File: src/rtl/fdd_pkg.sv
package fdd_pkg;
  localparam int unsigned FDD_SAMPLE_W = 16;
  localparam int unsigned FDD_COLS     = 16;
  localparam int unsigned FDD_ROWS     = 16;
  localparam int unsigned FDD_BIAS     = 350;
endpackage

File: src/rtl/fdd_row_hist.sv
module fdd_row_hist #(
  parameter int unsigned ROW_W = 256
) (
  input  logic             clk,
  input  logic             rst,
  input  logic             row_valid,
  input  logic [ROW_W-1:0] row_in,
  output logic [ROW_W-1:0] prev1,
  output logic [ROW_W-1:0] prev2
);
  // Two-deep shift of accepted rows; gaps leave both stages untouched.
  always_ff @(posedge clk) begin
    if (rst) begin
      prev1 <= '0;
      prev2 <= '0;
    end else if (row_valid) begin
      prev2 <= prev1;
      prev1 <= row_in;
    end
  end
endmodule

File: src/rtl/fdd_absdiff_sum.sv
module fdd_absdiff_sum #(
  parameter int unsigned SW    = 16,
  parameter int unsigned NCOL  = 16,
  parameter int unsigned SUM_W = SW + $clog2(NCOL)
) (
  input  logic [NCOL*SW-1:0] a,
  input  logic [NCOL*SW-1:0] b,
  output logic [SUM_W-1:0]   sum
);
  localparam int unsigned DW = SW + 1;

  logic [DW-1:0] mag [NCOL];

  // One sign-extended subtractor and magnitude stage per column.
  for (genvar c = 0; c < NCOL; c++) begin : g_col
    logic [SW-1:0] a_c, b_c;
    logic [DW-1:0] diff;
    assign a_c  = a[c*SW +: SW];
    assign b_c  = b[c*SW +: SW];
    assign diff = {a_c[SW-1], a_c} - {b_c[SW-1], b_c};
    // negative difference: invert and add one
    assign mag[c] = diff[DW-1] ? (~diff + 1'b1) : diff;
  end

  always_comb begin
    sum = '0;
    for (int c = 0; c < NCOL; c++) begin
      sum = sum + SUM_W'(mag[c]);
    end
  end
endmodule

File: src/rtl/fdd_seq.sv
module fdd_seq #(
  parameter int unsigned NROW  = 16,
  parameter int unsigned SUM_W = 20,
  parameter int unsigned ACC_W = 24,
  parameter int unsigned BIAS  = 350
) (
  input  logic             clk,
  input  logic             rst,
  input  logic             start,
  input  logic             row_valid,
  input  logic [SUM_W-1:0] adj_sum,
  input  logic [SUM_W-1:0] skip_sum,
  output logic             done,
  output logic             use_field
);
  localparam int unsigned CNT_W = $clog2(NROW);
  localparam int unsigned LAST  = NROW - 1;
  localparam int unsigned SEAM  = NROW / 2;
  localparam int unsigned CMP_W = ACC_W + 2;

  logic [CNT_W-1:0] cnt, eff_cnt;
  logic [ACC_W-1:0] adj_acc, skip_acc, adj_next, skip_next;
  logic             take_adj, take_skip, last_take;
  logic [CMP_W-1:0] skip_biased;

  assign eff_cnt   = start ? '0 : cnt;
  // seam pair (rows SEAM-1, SEAM) is excluded from the adjacent-row total
  assign take_adj  = (eff_cnt != '0) && (eff_cnt != CNT_W'(SEAM));
  assign take_skip = (eff_cnt >= CNT_W'(2));
  assign last_take = row_valid && (eff_cnt == CNT_W'(LAST));

  always_comb begin
    adj_next  = start ? '0 : adj_acc;
    skip_next = start ? '0 : skip_acc;
    if (row_valid && take_adj)  adj_next  = adj_next  + ACC_W'(adj_sum);
    if (row_valid && take_skip) skip_next = skip_next + ACC_W'(skip_sum);
  end

  assign skip_biased = CMP_W'(skip_next) + CMP_W'(BIAS);

  always_ff @(posedge clk) begin
    if (rst) begin
      cnt       <= '0;
      adj_acc   <= '0;
      skip_acc  <= '0;
      done      <= 1'b0;
      use_field <= 1'b0;
    end else begin
      done <= last_take;
      if (last_take) begin
        use_field <= (CMP_W'(adj_next) >= skip_biased);
        cnt       <= '0;
        adj_acc   <= '0;
        skip_acc  <= '0;
      end else begin
        adj_acc  <= adj_next;
        skip_acc <= skip_next;
        if (row_valid)  cnt <= eff_cnt + 1'b1;
        else if (start) cnt <= '0;
      end
    end
  end

  p_done_single_r2: assert property (@(posedge clk) disable iff (rst)
    done |=> !done);
  p_done_follows_last_r2: assert property (@(posedge clk) disable iff (rst)
    last_take |=> done);
  p_done_cause_r2: assert property (@(posedge clk) disable iff (rst)
    done |-> $past(last_take));
  p_verdict_held_r8: assert property (@(posedge clk) disable iff (rst)
    !done |-> $stable(use_field));
  p_gap_holds_r6: assert property (@(posedge clk) disable iff (rst)
    (!row_valid && !start) |=> ($stable(cnt) && $stable(adj_acc) && $stable(skip_acc)));
  p_adj_grows_r4: assert property (@(posedge clk) disable iff (rst)
    (row_valid && !start && !last_take) |=> (adj_acc >= $past(adj_acc)));
  p_skip_grows_r3: assert property (@(posedge clk) disable iff (rst)
    (row_valid && !start && !last_take) |=> (skip_acc >= $past(skip_acc)));
endmodule

File: src/rtl/fdd_mode_decider.sv
module fdd_mode_decider #(
  parameter int unsigned SW   = fdd_pkg::FDD_SAMPLE_W,
  parameter int unsigned NCOL = fdd_pkg::FDD_COLS,
  parameter int unsigned NROW = fdd_pkg::FDD_ROWS,
  parameter int unsigned BIAS = fdd_pkg::FDD_BIAS
) (
  input  logic               clk,
  input  logic               rst,
  input  logic               start,
  input  logic               row_valid,
  input  logic [NCOL*SW-1:0] row_data,
  output logic               done,
  output logic               use_field
);
  localparam int unsigned ROW_W = NCOL * SW;
  localparam int unsigned SUM_W = SW + $clog2(NCOL);
  localparam int unsigned ACC_W = SW + $clog2(NCOL * (NROW - 2));

  logic [ROW_W-1:0] prev1, prev2;
  logic [SUM_W-1:0] adj_sum, skip_sum;

  fdd_row_hist #(.ROW_W(ROW_W)) u_hist (
    .clk(clk), .rst(rst), .row_valid(row_valid), .row_in(row_data),
    .prev1(prev1), .prev2(prev2)
  );

  fdd_absdiff_sum #(.SW(SW), .NCOL(NCOL), .SUM_W(SUM_W)) u_adj (
    .a(row_data), .b(prev1), .sum(adj_sum)
  );

  fdd_absdiff_sum #(.SW(SW), .NCOL(NCOL), .SUM_W(SUM_W)) u_skip (
    .a(row_data), .b(prev2), .sum(skip_sum)
  );

  fdd_seq #(.NROW(NROW), .SUM_W(SUM_W), .ACC_W(ACC_W), .BIAS(BIAS)) u_seq (
    .clk(clk), .rst(rst), .start(start), .row_valid(row_valid),
    .adj_sum(adj_sum), .skip_sum(skip_sum),
    .done(done), .use_field(use_field)
  );
endmodule

File: config.mk
export PLATFORM = sky130hd
export DESIGN_NAME = fdd_mode_decider
export DESIGN_NICKNAME = d
export VERILOG_FILES = /design/src/rtl/fdd_pkg.sv /design/src/rtl/fdd_row_hist.sv /design/src/rtl/fdd_absdiff_sum.sv /design/src/rtl/fdd_seq.sv /design/src/rtl/fdd_mode_decider.sv
export SDC_FILE = /design/constraint.sdc
export NUM_CORES = 2
export LEC_CHECK = 0
export BUFFER_PORTS_ARGS = -buffer_cell sky130_fd_sc_hd__clkbuf_2
export CAP_MARGIN = 15
export CORE_UTILIZATION = 60
export CTS_CLUSTER_DIAMETER = 60
export DETAILED_ROUTE_END_ITERATION = 8
export GPL_TIMING_DRIVEN = 1
export PLACE_DENSITY_LB_ADDON = 0.12
export SETUP_SLACK_MARGIN = 0.1
export SLEW_MARGIN = 15
export SYNTH_ARGS = -nofsm -noshare
export SYNTH_HDL_FRONTEND = slang
export SYNTH_SLANG_ARGS = --single-unit
export TNS_END_PERCENT = 1
File: constraint.sdc
create_clock -name clk -period 18.8 [get_ports clk]
set_input_delay 0 -clock clk [delete_from_list [all_inputs] [get_ports clk]]
set_output_delay 0 -clock clk [all_outputs]
set_load 0.005 [all_outputs]
# Word level (Yosys, flattened, before mapping)

Index checks and enable logic that the tools add are counted.

Register bits: 566
Bits of input ports: 260
Output and inout bits: 2
Word-level logic and storage cells: 185

Add/subtract/negate cells: 98
Order comparisons: 2
Equal/unequal tests: 2
Mux-type cells: 38
Bitwise logic cells: 32
Reductions and logical operators: 6

Operators by type and width:

| kind                                                              | number |
|---|---|
| adder 20 x 17 -> 20 bit                                           | 28 |
| adder 17 x 1 -> 17 bit, second input constant                     | 32 |
| two-way mux 17 bit                                                | 32 |
| inverter 17 bit                                                   | 32 |
| subtractor 16 x 16 -> 17 bit                                      | 32 |
| two-way mux 24 bit                                                | 4 |
| adder 24 x 20 -> 24 bit                                           | 2 |
| adder 17 x 17 -> 18 bit                                           | 2 |
| greater-or-equal comparator 24 x 26 -> 1 bit                      | 1 |
| adder 24 x 9 -> 25 bit, second input constant                     | 1 |
| two-way mux 4 bit                                                 | 2 |
| adder 4 x 1 -> 4 bit, second input constant                       | 1 |
| equality test 4 bit, second input constant                        | 1 |
| greater-or-equal comparator 4 x 2 -> 1 bit, second input constant | 1 |
| logical AND 1 bit                                                 | 4 |
| != test 4 bit, second input constant                              | 1 |
| nonzero test 4 bit                                                | 1 |
| OR reduction 2 bit                                                | 1 |

# Longest topological paths before layout

Depth after elaboration: 23
Mapped depth: 59
Depth with buffers taken out: 57

# Hierarchy

A second synthesis with hierarchy kept.

Cells, all modules: 8863
Area total of the unflattened synthesis: 73143.9 sq um

Modules (own cells, without submodules):

| module                    | instances | cells each | area an instance (sq um) | seq. area each (sq um) |
|---|---|---|---|---|
| fdd_absdiff_sum at u_adj  | 1         | 3261       | 24549.8                  | 0.0 |
| fdd_absdiff_sum at u_skip | 1         | 3225       | 24313.3                  | 0.0 |
| fdd_row_hist              | 1         | 1650       | 18546.5                  | 10249.8 |
| fdd_seq                   | 1         | 727        | 5734.2                   | 1081.0 |

# Least setup slack after synthesis

OpenSTA, ideal clock, no wires.

Path type: flip-flop to flip-flop
Start point: register u_hist.prev2[0]
End point: register u_seq.use_field
Library setup time: 117 ps
Arrival time: 12898 ps
Required time: 18683 ps
Slack: 5785 ps
Stages on the path, launching flop included: 53
Path buffers: 1
Period minus slack after synthesis: 13015 ps
Path through: dfxtp_1 > ha_1 > fa_1 > nor2b_1 > o31a_1 > o31ai_1 > a211oi_1 > o31a_1 > o21a_1 > o21ai_0 > a31oi_1 > clkbuf_1 > a21oi_1 > fa_1 > a21o_1 > a21oi_1 > o21bai_1 > a21oi_1 > [... 17 more ...] > xnor2_1 > ha_1 > nand3_1 > or2_2 > o21ba_2 > mux2i_1 > nor2_1 > or4_1 > or4b_4 > nor3b_1 > xnor2_1 > ha_1 > o21a_1 > o21a_1 > o21ai_0 > nor2_1 > a21o_1 > a22o_1

Longest elaborated chain between the ends: 23

RTL lines:

| what                                           | RTL line              | source |
|---|---|---|
| start, declared                                | fdd_row_hist.sv:9     | `output logic [ROW_W-1:0] prev2` |
| start signal, assigned                         | fdd_row_hist.sv:17    | `prev2 <= prev1;` |
| subtractor 16 x 16 -> 17 bit *                 | fdd_absdiff_sum.sv:20 | `assign diff = {a_c[SW-1], a_c} - {b_c[SW-1], b_c};` |
| inverter 17 bit                                | fdd_absdiff_sum.sv:22 | `assign mag[c] = diff[DW-1] ? (~diff + 1'b1) : diff;` |
| adder 17 x 1 -> 17 bit                         | fdd_absdiff_sum.sv:22 |  |
| two-way mux 17 bit *                           | fdd_absdiff_sum.sv:22 |  |
| adder 17 x 17 -> 18 bit *                      | fdd_absdiff_sum.sv:28 | `sum = sum + SUM_W'(mag[c]);` |
| adder 20 x 17 -> 20 bit * (14 in a row)        | fdd_absdiff_sum.sv:28 |  |
| adder 24 x 20 -> 24 bit *                      | fdd_seq.sv:36         | `if (row_valid && take_skip) skip_next = skip_next + ACC_W'(skip_sum);` |
| two-way mux 24 bit *                           | fdd_seq.sv:36         |  |
| adder 24 x 9 -> 25 bit *                       | fdd_seq.sv:39         | `assign skip_biased = CMP_W'(skip_next) + CMP_W'(BIAS);` |
| greater-or-equal comparator 24 x 26 -> 1 bit * | fdd_seq.sv:51         | `use_field <= (CMP_W'(adj_next) >= skip_biased);` |
| end signal, assigned                           | fdd_seq.sv:51         |  |
| end, declared                                  | fdd_seq.sv:14         | `output logic use_field` |

Mark *: on every way between the ends. The rest lies on a longest branch, timed or not.
A chain may end at the register's enable or synchronous reset.

# Worst setup path after layout

Start point: register u_hist.prev2[16]
End point: register u_seq.use_field

Same word-level chain as after synthesis.

==> impl_results.md <==
* Vias per Instance at about 5.9
* Post-Syn Area at 0.07080 mm^2
* Fraction of layout cells with a size suffix above 1 at 0.06009
* F_max at between 60 and 70 MHz
* Worst slew pin tran at 1.205 ns
* Required time worst endpoint at a little under 20 ns
* Area Growth Syn to Fin at 12.80%
* Biggest cell delay along the critical path at 0.77 ns
* Final hold vios at 0
* Residual DRC at 0
* I/O pins at 262
* Initial antenna violation count at 6
* Number of synthesized flops with an enable pin at 0
* Final net count at 10618
* Synthesized net count at about 10000
* Fill cells at 9415
* Warnings, synthesis at 0
* Worst Reg-to-Reg Cells at 54
* Pre-antenna DRT Iters at 6
* Setup Buffers After CTS at 0
* Max stage delay cell, worst path: a2111oi_0
* Core Area at 0.1165 mm^2
* Clk_lat worst skew at 0.72 ns
* Avg Cell Area, Syn at 8.175 um^2
* Clock Sinks at 566
* Final setup fails at 0
* Htree depth at 3
* CTS tree: done
* Total GRT Usage at 0.3780
* Max-cap violations at 0
* Sequential area share after synthesis at 0.1601
* Antenna violation net count after detailed routing at 0
* Max Buffers Root-to-Sink at 3
* CP max FO at 16
* Post-synthesis cell count at 8660
* Pin count of the biggest net entering global routing at 109
* Core Rows at 125
* Worst-path clk slew at 0.06 ns
* Skew final at 0.02405 ns
* CTS root buffer: clkbuf_16
* GRT overflow at 0
* Synth area leaders: dfxtp_1, fa_1, ha_1, mux2i_1, xnor2_1
* Most frequent CP cell: fa_1
* Initial Util at 0.6076
* Detailed placement HPWL at 185500 um
* CP startpoint kind: flip-flop
* DR vias at roughly 64000
* RSZ-0062 raised after global routing: no
* First-pass GRT wire length at 352000 um
* HP Class: input pin to flip-flop
* Leading cell type in the layout, fill and taps excluded: inv_1
* Post-synth top area share at 0.1601
* Final critical-path required period at 14.98 ns
* Drt initial violations at 4868
* Wirelength, routed at 229200 um
* Die width at 345.5 um
* Crit path arrival time at 15.60 ns
* Die area at 0.1194 mm^2
* R2R Setup Slk at between 3 and 4 ns
* Status: complete, no violations
* Die Height at about 350 um
* Top_reg_cell synth: dfxtp_1
* Total CTS buffers at 85
* Vias in the first global route at 62090
* WL/cell at about 21 um
* Buffers on Ports at 261
* Post-synth ARST share at 0
* Unique cell type count in the Yosys netlist at 86
* Highest-count cells in the layout ignoring fill and taps: inv_1, nor2_1, ha_1, xnor2_1, dfxtp_1
* Crit share post-route at 0.7969
* Final Max Slew Viols at 0
* CP endpoint kind: flip-flop
* GPL Wtd Cong at 1.031
* Yosys reg bits at 566
* TNS Setup at 0 ns
* Slew HR at 0.1892
* Kind of critical path: flip-flop to flip-flop
* Worst Hold Depth at 4
* Top cell type by total area after synthesis: dfxtp_1
-- final timing paths --
kind	end	start
worst min-delay path	u_seq.adj_acc[10]	start
worst max-delay path	u_seq.use_field	u_hist.prev2[16]
worst min register to register	u_hist.prev2[63]	u_hist.prev2[63]
worst max register to register	u_seq.use_field	u_hist.prev2[16]
-- timing repair --
item,in CTS,in global routing
hold buffers,342,0
endpoints found under the hold margin,314,0
gates resized for setup,0,0
-- stage by stage --
stage	area, um^2	setup WS (ns)	std cells	hold slack, ns	utilization
global route	79850	2.945	10783	0.08641	0.6853
finish	79850	3.817	10783	0.09312	0.6853
detailed placement	73520	4.021	10280	0.2642	0.6310
CTS	79840	3.937	10777	0.01935	0.6852
global placement	73520	4.045	10280	0.2565	0.6310
floorplan	70800	5.785	8660	0.08089	-
-- critical path: cells and delay by family (launching register included) --
kind	cells	cell delay [ns]
DFF	1	0.32
adders and majority gates	12	5.22
xor gates and xnor gates	2	0.40
and+or+nand+nor	9	1.83
AOI/OAI and AO/OA	28	6.94
buffers and inverters	3	0.17
-- routing by layer --
layer,part of all wire,GRT usage
met5,0,0
met4,0.053,0.1798
met3,0.063,0.06083
met2,0.46,0.6255
met1,0.42,0.4801
-- state kept, by name, indices dropped and copies added, names as in the netlist --
| register | cells |
|---|---|
| u_seq.skip_acc | 24 |
| u_seq.adj_acc | 24 |
| u_seq.use_field | 1 |
| u_hist.prev1 | 256 |
| u_seq.cnt | 4 |
| u_seq.done | 1 |
| u_hist.prev2 | 256 |
-- cells by family (layout without fill, tap and decap cells) --
logic type | Yosys count | in the layout | synth area share
flip-flops | 566 | 566 | 0.1601
adder cells (fa/ha/maj) | 1173 | 1173 | 0.2574
XOR/XNOR | 908 | 908 | 0.1123
multiplexers | 546 | 546 | 0.07759
buffers and inverters | 1301 | 1894 | 0.06912
AND/OR/NAND/NOR | 2411 | 2411 | 0.1612
other | 0 | 6 | 0
AO/OA/AOI/OAI | 1755 | 1755 | 0.1623
-- cell type report --
type | instances | area [um^2] | share of cell area
Antenna cell | 6 | 15.01 | 0.0001880
Timing Repair Buffer | 631 | 4972 | 0.06227
Tap cell | 1524 | 1907 | 0.02388
Clock buffer | 100 | 2347 | 0.02939
Clock inverter | 55 | 549.3 | 0.006879
Inverter | 1108 | 4159 | 0.05208
Sequential cell | 566 | 11330 | 0.1419
Multi-Input combinational cell | 6793 | 54570 | 0.6834
-- cells in the mapped netlist, drive strengths merged, types with 80 or more instances --
library cell and number:
inv 1108, nor2 1064, ha 701, xnor2 594, dfxtp 566, mux2i 524
fa 472, a21oi 450, nand2 346, o21ai 335, xor2 314, nor3 189
a21o 150, nand3 136, nor2b 134, clkbuf 128, o21a 125, a31oi 103
a211oi 93, nand2b 80
Power is left out: the tool's default activity adds up to more than one toggle a clock period on the data nets, which glitch-free logic cannot reach.
